### config.mk
export PLATFORM = sky130hd
export DESIGN_NAME = eth_tx_status_track
export DESIGN_NICKNAME = d
export VERILOG_FILES = /design/src/rtl/eth_txs_pkg.sv /design/src/rtl/tx_coll_field.sv /design/src/rtl/tx_defer_timer.sv /design/src/rtl/eth_tx_status_track.sv
export SDC_FILE = /design/constraint.sdc
export NUM_CORES = 1
export LEC_CHECK = 0
export BUFFER_PORTS_ARGS = -buffer_cell sky130_fd_sc_hd__buf_4
export CAP_MARGIN = 20
export CELL_PAD_IN_SITES_DETAIL_PLACEMENT = 0
export CELL_PAD_IN_SITES_GLOBAL_PLACEMENT = 2
export CORE_MARGIN = 2
export CORE_UTILIZATION = 35
export DETAILED_ROUTE_END_ITERATION = 10
export PLACE_DENSITY_LB_ADDON = 0.1
export SYNTH_ARGS = -nofsm -noshare
export SYNTH_HDL_FRONTEND = slang
export SYNTH_SLANG_ARGS = --single-unit
### constraint.sdc
create_clock -name clk -period 4.2 [get_ports clk]
set_input_delay 0.84 -clock clk [delete_from_list [all_inputs] [get_ports clk]]
set_output_delay 0.84 -clock clk [all_outputs]
set_load 0.005 [all_outputs]
### src/rtl/eth_txs_pkg.sv
package eth_txs_pkg;
  localparam int unsigned STAT_W = 24;
  localparam int unsigned FLD_W  = 5;
  localparam int unsigned EV_W   = 5;
  // event index, shared with int_en bit positions
  localparam int unsigned EV_END   = 0;
  localparam int unsigned EV_COLL  = 1;
  localparam int unsigned EV_EXC   = 2;
  localparam int unsigned EV_DEFER = 3;
  localparam int unsigned EV_PAUSE = 4;

  // count and overflow flag share the field: the 16th bump carries into bit 4
  function automatic logic [FLD_W-1:0] coll_bump(input logic [FLD_W-1:0] f);
    return f + 1'b1;
  endfunction

  function automatic int unsigned defer_limit(input int unsigned bits,
                                              input int unsigned cyc_per_bit);
    return bits * cyc_per_bit;
  endfunction
endpackage

### src/rtl/tx_coll_field.sv
module tx_coll_field
  import eth_txs_pkg::*;
(
  input  logic             clk,
  input  logic             rst_n,
  input  logic             sw_clr,
  input  logic             pkt_clr,
  input  logic             coll_in,
  output logic [FLD_W-1:0] field_o,
  output logic             coll_evt_o,
  output logic             exc_evt_o
);
  logic [FLD_W-1:0] fld_q;

  assign coll_evt_o = coll_in && !sw_clr && (pkt_clr || !fld_q[FLD_W-1]);
  assign exc_evt_o  = coll_evt_o && !pkt_clr && (coll_bump(fld_q) == 5'b10000);

  always_ff @(posedge clk or negedge rst_n) begin
    if (!rst_n)          fld_q <= '0;
    else if (sw_clr)     fld_q <= '0;
    else if (pkt_clr)    fld_q <= coll_in ? 5'd1 : 5'd0;
    else if (coll_evt_o) fld_q <= coll_bump(fld_q);
  end

  assign field_o = fld_q;

  AST_EXC_LOW_ZERO: assert property (@(posedge clk) disable iff (!rst_n)
    fld_q[4] |-> (fld_q[3:0] == 4'd0));
  AST_EXC_FROZEN: assert property (@(posedge clk) disable iff (!rst_n)
    (fld_q[4] && !sw_clr && !pkt_clr) |=> $stable(fld_q));
endmodule

### src/rtl/tx_defer_timer.sv
module tx_defer_timer
  import eth_txs_pkg::*;
#(
  parameter int unsigned DEFER_BITS = 24288,
  parameter int unsigned CYC_10     = 10,
  parameter int unsigned CYC_100    = 1
) (
  input  logic clk,
  input  logic rst_n,
  input  logic clr,
  input  logic active,
  input  logic speed_100,
  output logic expire_o
);
  localparam int unsigned LIM10  = defer_limit(DEFER_BITS, CYC_10);
  localparam int unsigned LIM100 = defer_limit(DEFER_BITS, CYC_100);
  localparam int unsigned LIMMAX = (LIM10 > LIM100) ? LIM10 : LIM100;
  localparam int unsigned CW     = $clog2(LIMMAX + 1);
  localparam logic [CW-1:0] L10_V  = CW'(LIM10);
  localparam logic [CW-1:0] L100_V = CW'(LIM100);

  logic [CW-1:0] cnt_q;
  logic [CW-1:0] lim;

  assign lim      = speed_100 ? L100_V : L10_V;
  assign expire_o = active && !clr && (cnt_q == lim - 1'b1);

  always_ff @(posedge clk or negedge rst_n) begin
    if (!rst_n)               cnt_q <= '0;
    else if (clr || !active)  cnt_q <= '0;
    else if (cnt_q < lim)     cnt_q <= cnt_q + 1'b1;
  end

  AST_DEFER_SAT: assert property (@(posedge clk) disable iff (!rst_n)
    !active |=> (cnt_q == '0));
  AST_DEFER_ONCE: assert property (@(posedge clk) disable iff (!rst_n)
    expire_o |=> !expire_o);
endmodule

### src/rtl/eth_tx_status_track.sv
module eth_tx_status_track
  import eth_txs_pkg::*;
#(
  parameter int unsigned DEFER_BITS = 24288,
  parameter int unsigned CYC_10     = 10,
  parameter int unsigned CYC_100    = 1
) (
  input  logic              clk,
  input  logic              rst_n,
  input  logic              sw_reset,
  input  logic              pkt_start,
  input  logic              pkt_end,
  input  logic              coll_strobe,
  input  logic              defer_active,
  input  logic              pause_req,
  input  logic              speed_100,
  input  logic              dst_mcast,
  input  logic              dst_bcast,
  input  logic [EV_W-1:0]   int_en,
  output logic [STAT_W-1:0] status_o,
  output logic              irq_o,
  output logic              abort_o
);
  logic in_pkt_q, defer_q, pause_q, int_q, mc_q, bc_q, abort_q;
  logic [FLD_W-1:0] fld;
  logic start_ok, coll_ok, coll_evt, exc_evt, defer_evt, pause_evt, end_evt;
  logic [EV_W-1:0] ev;
  logic int_hit;

  assign start_ok  = pkt_start && !sw_reset;
  assign coll_ok   = coll_strobe && (pkt_start || in_pkt_q);
  assign pause_evt = pause_req && in_pkt_q && !pkt_start && !sw_reset;
  assign end_evt   = pkt_end && in_pkt_q && !pkt_start && !sw_reset;

  tx_coll_field u_coll (
    .clk(clk), .rst_n(rst_n), .sw_clr(sw_reset), .pkt_clr(start_ok),
    .coll_in(coll_ok), .field_o(fld), .coll_evt_o(coll_evt), .exc_evt_o(exc_evt)
  );

  tx_defer_timer #(.DEFER_BITS(DEFER_BITS), .CYC_10(CYC_10), .CYC_100(CYC_100)) u_defer (
    .clk(clk), .rst_n(rst_n), .clr(sw_reset || pkt_start),
    .active(defer_active && in_pkt_q), .speed_100(speed_100), .expire_o(defer_evt)
  );

  always_comb begin
    ev = '0;
    ev[EV_END]   = end_evt;
    ev[EV_COLL]  = coll_evt;
    ev[EV_EXC]   = exc_evt;
    ev[EV_DEFER] = defer_evt;
    ev[EV_PAUSE] = pause_evt;
  end
  assign int_hit = |(ev & int_en);

  always_ff @(posedge clk or negedge rst_n) begin
    if (!rst_n) begin
      in_pkt_q <= 1'b0; defer_q <= 1'b0; pause_q <= 1'b0; int_q <= 1'b0;
      mc_q <= 1'b0; bc_q <= 1'b0; abort_q <= 1'b0;
    end else if (sw_reset) begin
      in_pkt_q <= 1'b0; defer_q <= 1'b0; pause_q <= 1'b0; int_q <= 1'b0;
      mc_q <= 1'b0; bc_q <= 1'b0; abort_q <= 1'b0;
    end else begin
      abort_q <= exc_evt;
      if (pkt_start) begin
        in_pkt_q <= 1'b1; defer_q <= 1'b0; pause_q <= 1'b0;
        int_q <= int_hit; mc_q <= dst_mcast; bc_q <= dst_bcast;
      end else begin
        if (pkt_end)   in_pkt_q <= 1'b0;
        if (defer_evt) defer_q  <= 1'b1;
        if (pause_evt) pause_q  <= 1'b1;
        if (int_hit)   int_q    <= 1'b1;
      end
    end
  end

  assign status_o = {5'b0, bc_q, mc_q, 9'b0, int_q, pause_q, defer_q, fld};
  assign irq_o    = int_q;
  assign abort_o  = abort_q;

  AST_SWRST_CLEARS: assert property (@(posedge clk) disable iff (!rst_n)
    sw_reset |=> (status_o == '0 && !abort_o));
  AST_START_CLEARS: assert property (@(posedge clk) disable iff (!rst_n)
    (start_ok && !coll_strobe) |=> (status_o[16:0] == '0));
  AST_ABORT_PULSE: assert property (@(posedge clk) disable iff (!rst_n)
    abort_o |=> !abort_o);
  AST_ABORT_AT_FLAG: assert property (@(posedge clk) disable iff (!rst_n)
    $rose(status_o[4]) |-> abort_o);
  AST_IRQ_ENABLED: assert property (@(posedge clk) disable iff (!rst_n)
    $rose(irq_o) |-> $past(|int_en));
  AST_HOLD_IDLE: assert property (@(posedge clk) disable iff (!rst_n)
    (!in_pkt_q && !pkt_start && !sw_reset) |=> $stable(status_o));
endmodule

==> parameters.txt <==
Parameter                              Value

Timing
  Final setup fails    0
  Tmin final    2.57 ns
  Slew Limit Headroom    54.5%
  Transition at the pin with the smallest max-transition slack    0.681 ns
  Final-report max-slew violation count    0
  Clock skew after layout    0.00956 ns
  Maximum clock frequency    389 MHz
  Setup repair after global routing missed its margin    false
  Final Cycle Share    61.2%
  Post-route worst setup slack    1.63 ns
  Total negative slack    0 ns
  Final Hold Viols    0

Die
  Area enclosed by the die boundary    6220 um^2
  Standard cell core area    5470 um^2
  Num rows    27
  Die Ht    78.8 um
  I/O Pins    42
  Initial core utilization    35.8%
  Die X-Extent    78.8 um

Pwr
  Reported leakage power    1.02 nW
  Sw frac    21.8%
  PwrDens    288 nW/um^2
  Clock group share of total power    46.5%
  Share of total power in combinational logic    7.5%
  Net load switching power    140 uW
  Fraction of power consumed by sequential logic    46.0%
  P_int    503 uW
  Peak supply drop    0.000119 V

CTS
  Number of instances resized during post-cts repair    0
  H-Tree Level Count    2
  TritonCTS Sinks    30
  Number of buffers added to fix hold violations after cts    0
  Clock tree from TritonCTS    yes
  Clock tree buffer depth    2
  Post-CTS setup buffers    0
  Number of clock buffers inserted by TritonCTS    5
  Buffer type at the clock tree root    clkbuf_8
  Clk pin slew, worst setup/hold paths    0.07 ns
  Clk Latency, worst-skew pair    0.28 ns

GRT
  Antenna violations before repair    0
  Remaining Overflow, GRT    0
  Grt met3 use    4.55%
  Met1 capacity usage during global routing    20.3%
  Met2 track demand over resource in global routing    25.3%
  First-pass GRT wire length    7590 um
  Total Routing Usage GR    15.6%
  Busiest grt layer    met2
  Vias in the first global route    1,516
  Pin count of the biggest net entering global routing    31

Layout
  N_diodes    0
  Area delta synth->final    14.0%
  Fraction of final layout cells sized beyond drive strength 1    17.7%
  Most frequent standard cell in the layout excluding fill and tap cells    dfrtp_1
  Leading cell types in the layout, fill and taps excluded    dfrtp_1, buf_4, a21oi_1
  Fill cells    556
  Post-route core utilization    40.8%
  Net count of the finished layout    258

Detailed routing
  Number of nets with antenna violations after detailed routing    0
  Number of design rule violations left after detail routing    0
  Iter 0 DRT Violations    66
  Vias per Instance    5.38
  Routed length per placed instance    14.9 um
  Count of TritonRoute iterations in the first routing pass    4
  Routed vias    1,631
  Final wirelength    4530 um

Setup path
  Peak per-stage delay on the critical path    0.58 ns
  Worst reg-to-reg setup slack    1.90 ns
  Nature of the critical path endpoint    flop
  Signal arrival time at the worst endpoint    2.76 ns
  Worst reg2reg startpoint    u_defer.cnt_q[15]
  Required time at the endpoint of the critical path    4.39 ns
  CP max stage cell    or4_1
  Critical path startpoint    speed_100
  Cell depth of the worst flop-to-flop path    6
  Crit start category    input port
  Critical path, cell by cell    buf_4, ha_1, a211o_1, a21oi_4, nand3_4, or4_1, a21oi_1
  Critical path class    in -> reg
  Largest fanout of any net on the critical path    28
  Endpoint of the worst register-to-register path    u_defer.cnt_q[17]

Yosys
  Share of the synthesized area in the top cell type    38.3%
  Average footprint of a synthesized cell    9.29 um^2
  Post-synthesis cell type with the largest combined area    dfrtp_1
  Register bit count reported by yosys    30
  Area of the mapped netlist    1960 um^2
  Seq/Total Area, Yosys    38.3%
  Total of warnings raised by yosys    0
  Cell types with the largest area share after synthesis    dfrtp_1, buf_4, ha_1
  Number of distinct library cell variants in the gate-level netlist after synthesis    43
  Synthesized instance count    211

Place
  HPWL reported at the end of detailed placement    3360 um
  Port buffer count    27
  Global placement routability congestion    0.826
  Setup WS pre-CTS    1.33 ns

Run status
  Result of the run    finished clean

Run
  Max-capacitance violation count    0

Worst hold path
  Hold Path Class    in -> async
synth_stat cells:
cell	instances
mux2i_1	3
o2bb2ai_1	1
nor3b_1	1
a211o_1	2
or3_1	5
nor2_1	6
o41ai_1	1
buf_4	20
o21a_1	4
o31ai_1	4
a21oi_4	1
xor2_1	5
and4_1	2
conb_1	1
and3_1	7
or4_1	6
nor3_1	6
nand3_1	10
nand2b_1	4
buf_2	3
a21oi_2	1
or4b_1	1
a221o_1	1
nor2_2	1
a21o_1	1
a41oi_1	1
nand4b_1	2
o211ai_1	2
xnor2_1	2
nand4_1	6
clkbuf_1	4
a22o_1	2
nand3_4	1
a21oi_1	16
o21ai_0	7
inv_1	7
a31oi_1	4
nor4_1	2
dfrtp_1	30
or2_2	2
ha_1	11
nand4_2	1
nand2_1	14
how the worst max path moves through the flow:
stage | slack (ns) | cells past startpoint | endpoint
after floorplan | 1.79 | 7 | u_defer.cnt_q[11]
after global placement | 1.40 | 7 | u_defer.cnt_q[11]
after detailed placement | 1.33 | 7 | u_defer.cnt_q[12]
after CTS | 1.63 | 7 | u_defer.cnt_q[10]
after global routing | 1.49 | 8 | u_defer.cnt_q[12]
final | 1.63 | 7 | u_defer.cnt_q[17]
worst max-delay path: cells and delay by family:
| family | cells | cell delay (ns) |
|---|---|---|
| AO/OA/AOI/OAI | 3 | 0.63 |
| adder cells (fa/ha/maj) | 1 | 0.31 |
| buffers and inverters | 1 | 0.14 |
| AND/OR/NAND/NOR | 2 | 0.83 |
cells by family (layout without fill, tap and decap cells):
| group | count (synthesis) | in the layout | synth area share [%] |
|---|---|---|---|
| buffers and inverters | 34 | 41 | 10.5 |
| muxes | 3 | 3 | 1.53 |
| AOI/OAI and AO/OA | 48 | 48 | 16.3 |
| adders and majority gates | 11 | 11 | 7.02 |
| and+or+nand+nor | 77 | 77 | 23.0 |
| xor gates and xnor gates | 7 | 7 | 3.13 |
| DFF | 30 | 30 | 38.3 |
| other | 1 | 14 | 0.191 |
stage by stage:
step	total power, mW	hold slack, ns	cells	cell area (um^2)
after floorplan	0.334	0.475	224	2010
after global placement	0.349	0.511	296	2120
final	0.644	0.485	303	2230
after CTS	0.654	0.496	303	2230
after global routing	0.674	0.501	303	2230
after detailed placement	0.350	0.525	296	2120
power by group through the flow:
stage / clock network (mW) / logic [mW] / registers (mW)
after floorplan: 0 / 0.0336 / 0.301
after global placement: 0 / 0.0483 / 0.301
after detailed placement: 0 / 0.0488 / 0.301
final: 0.299 / 0.0483 / 0.296
after global routing: 0.323 / 0.0548 / 0.296
after CTS: 0.309 / 0.0490 / 0.296
registers in the layout, indices dropped and copies added, names as in the netlist:
signal,flops
u_defer.cnt_q,18
u_coll.field_o,5
abort_o,1
bc_q,1
defer_q,1
in_pkt_q,1
irq_o,1
mc_q,1
pause_q,1
cell type report:
cell class | count | area (um^2) | area share, %
flip-flops and latches | 30 | 751 | 33.6
multi-input cells | 160 | 1050 | 47.1
clock inverters | 1 | 30.0 | 1.34
inverters | 7 | 26.3 | 1.18
repair buffers | 27 | 203 | 9.07
clock buffers | 6 | 82.6 | 3.70
well taps | 72 | 90.1 | 4.03
routing by layer:
metal  routed length, um  vias up  part of all wire, %
li1                    -      786                    -
met5                   0        -                    0
met1                2130      822                   47
met4                  31        0                 0.68
met2                2230       18                   49
met3                 144        5                  3.2
(Power assumes the default switching activity.)
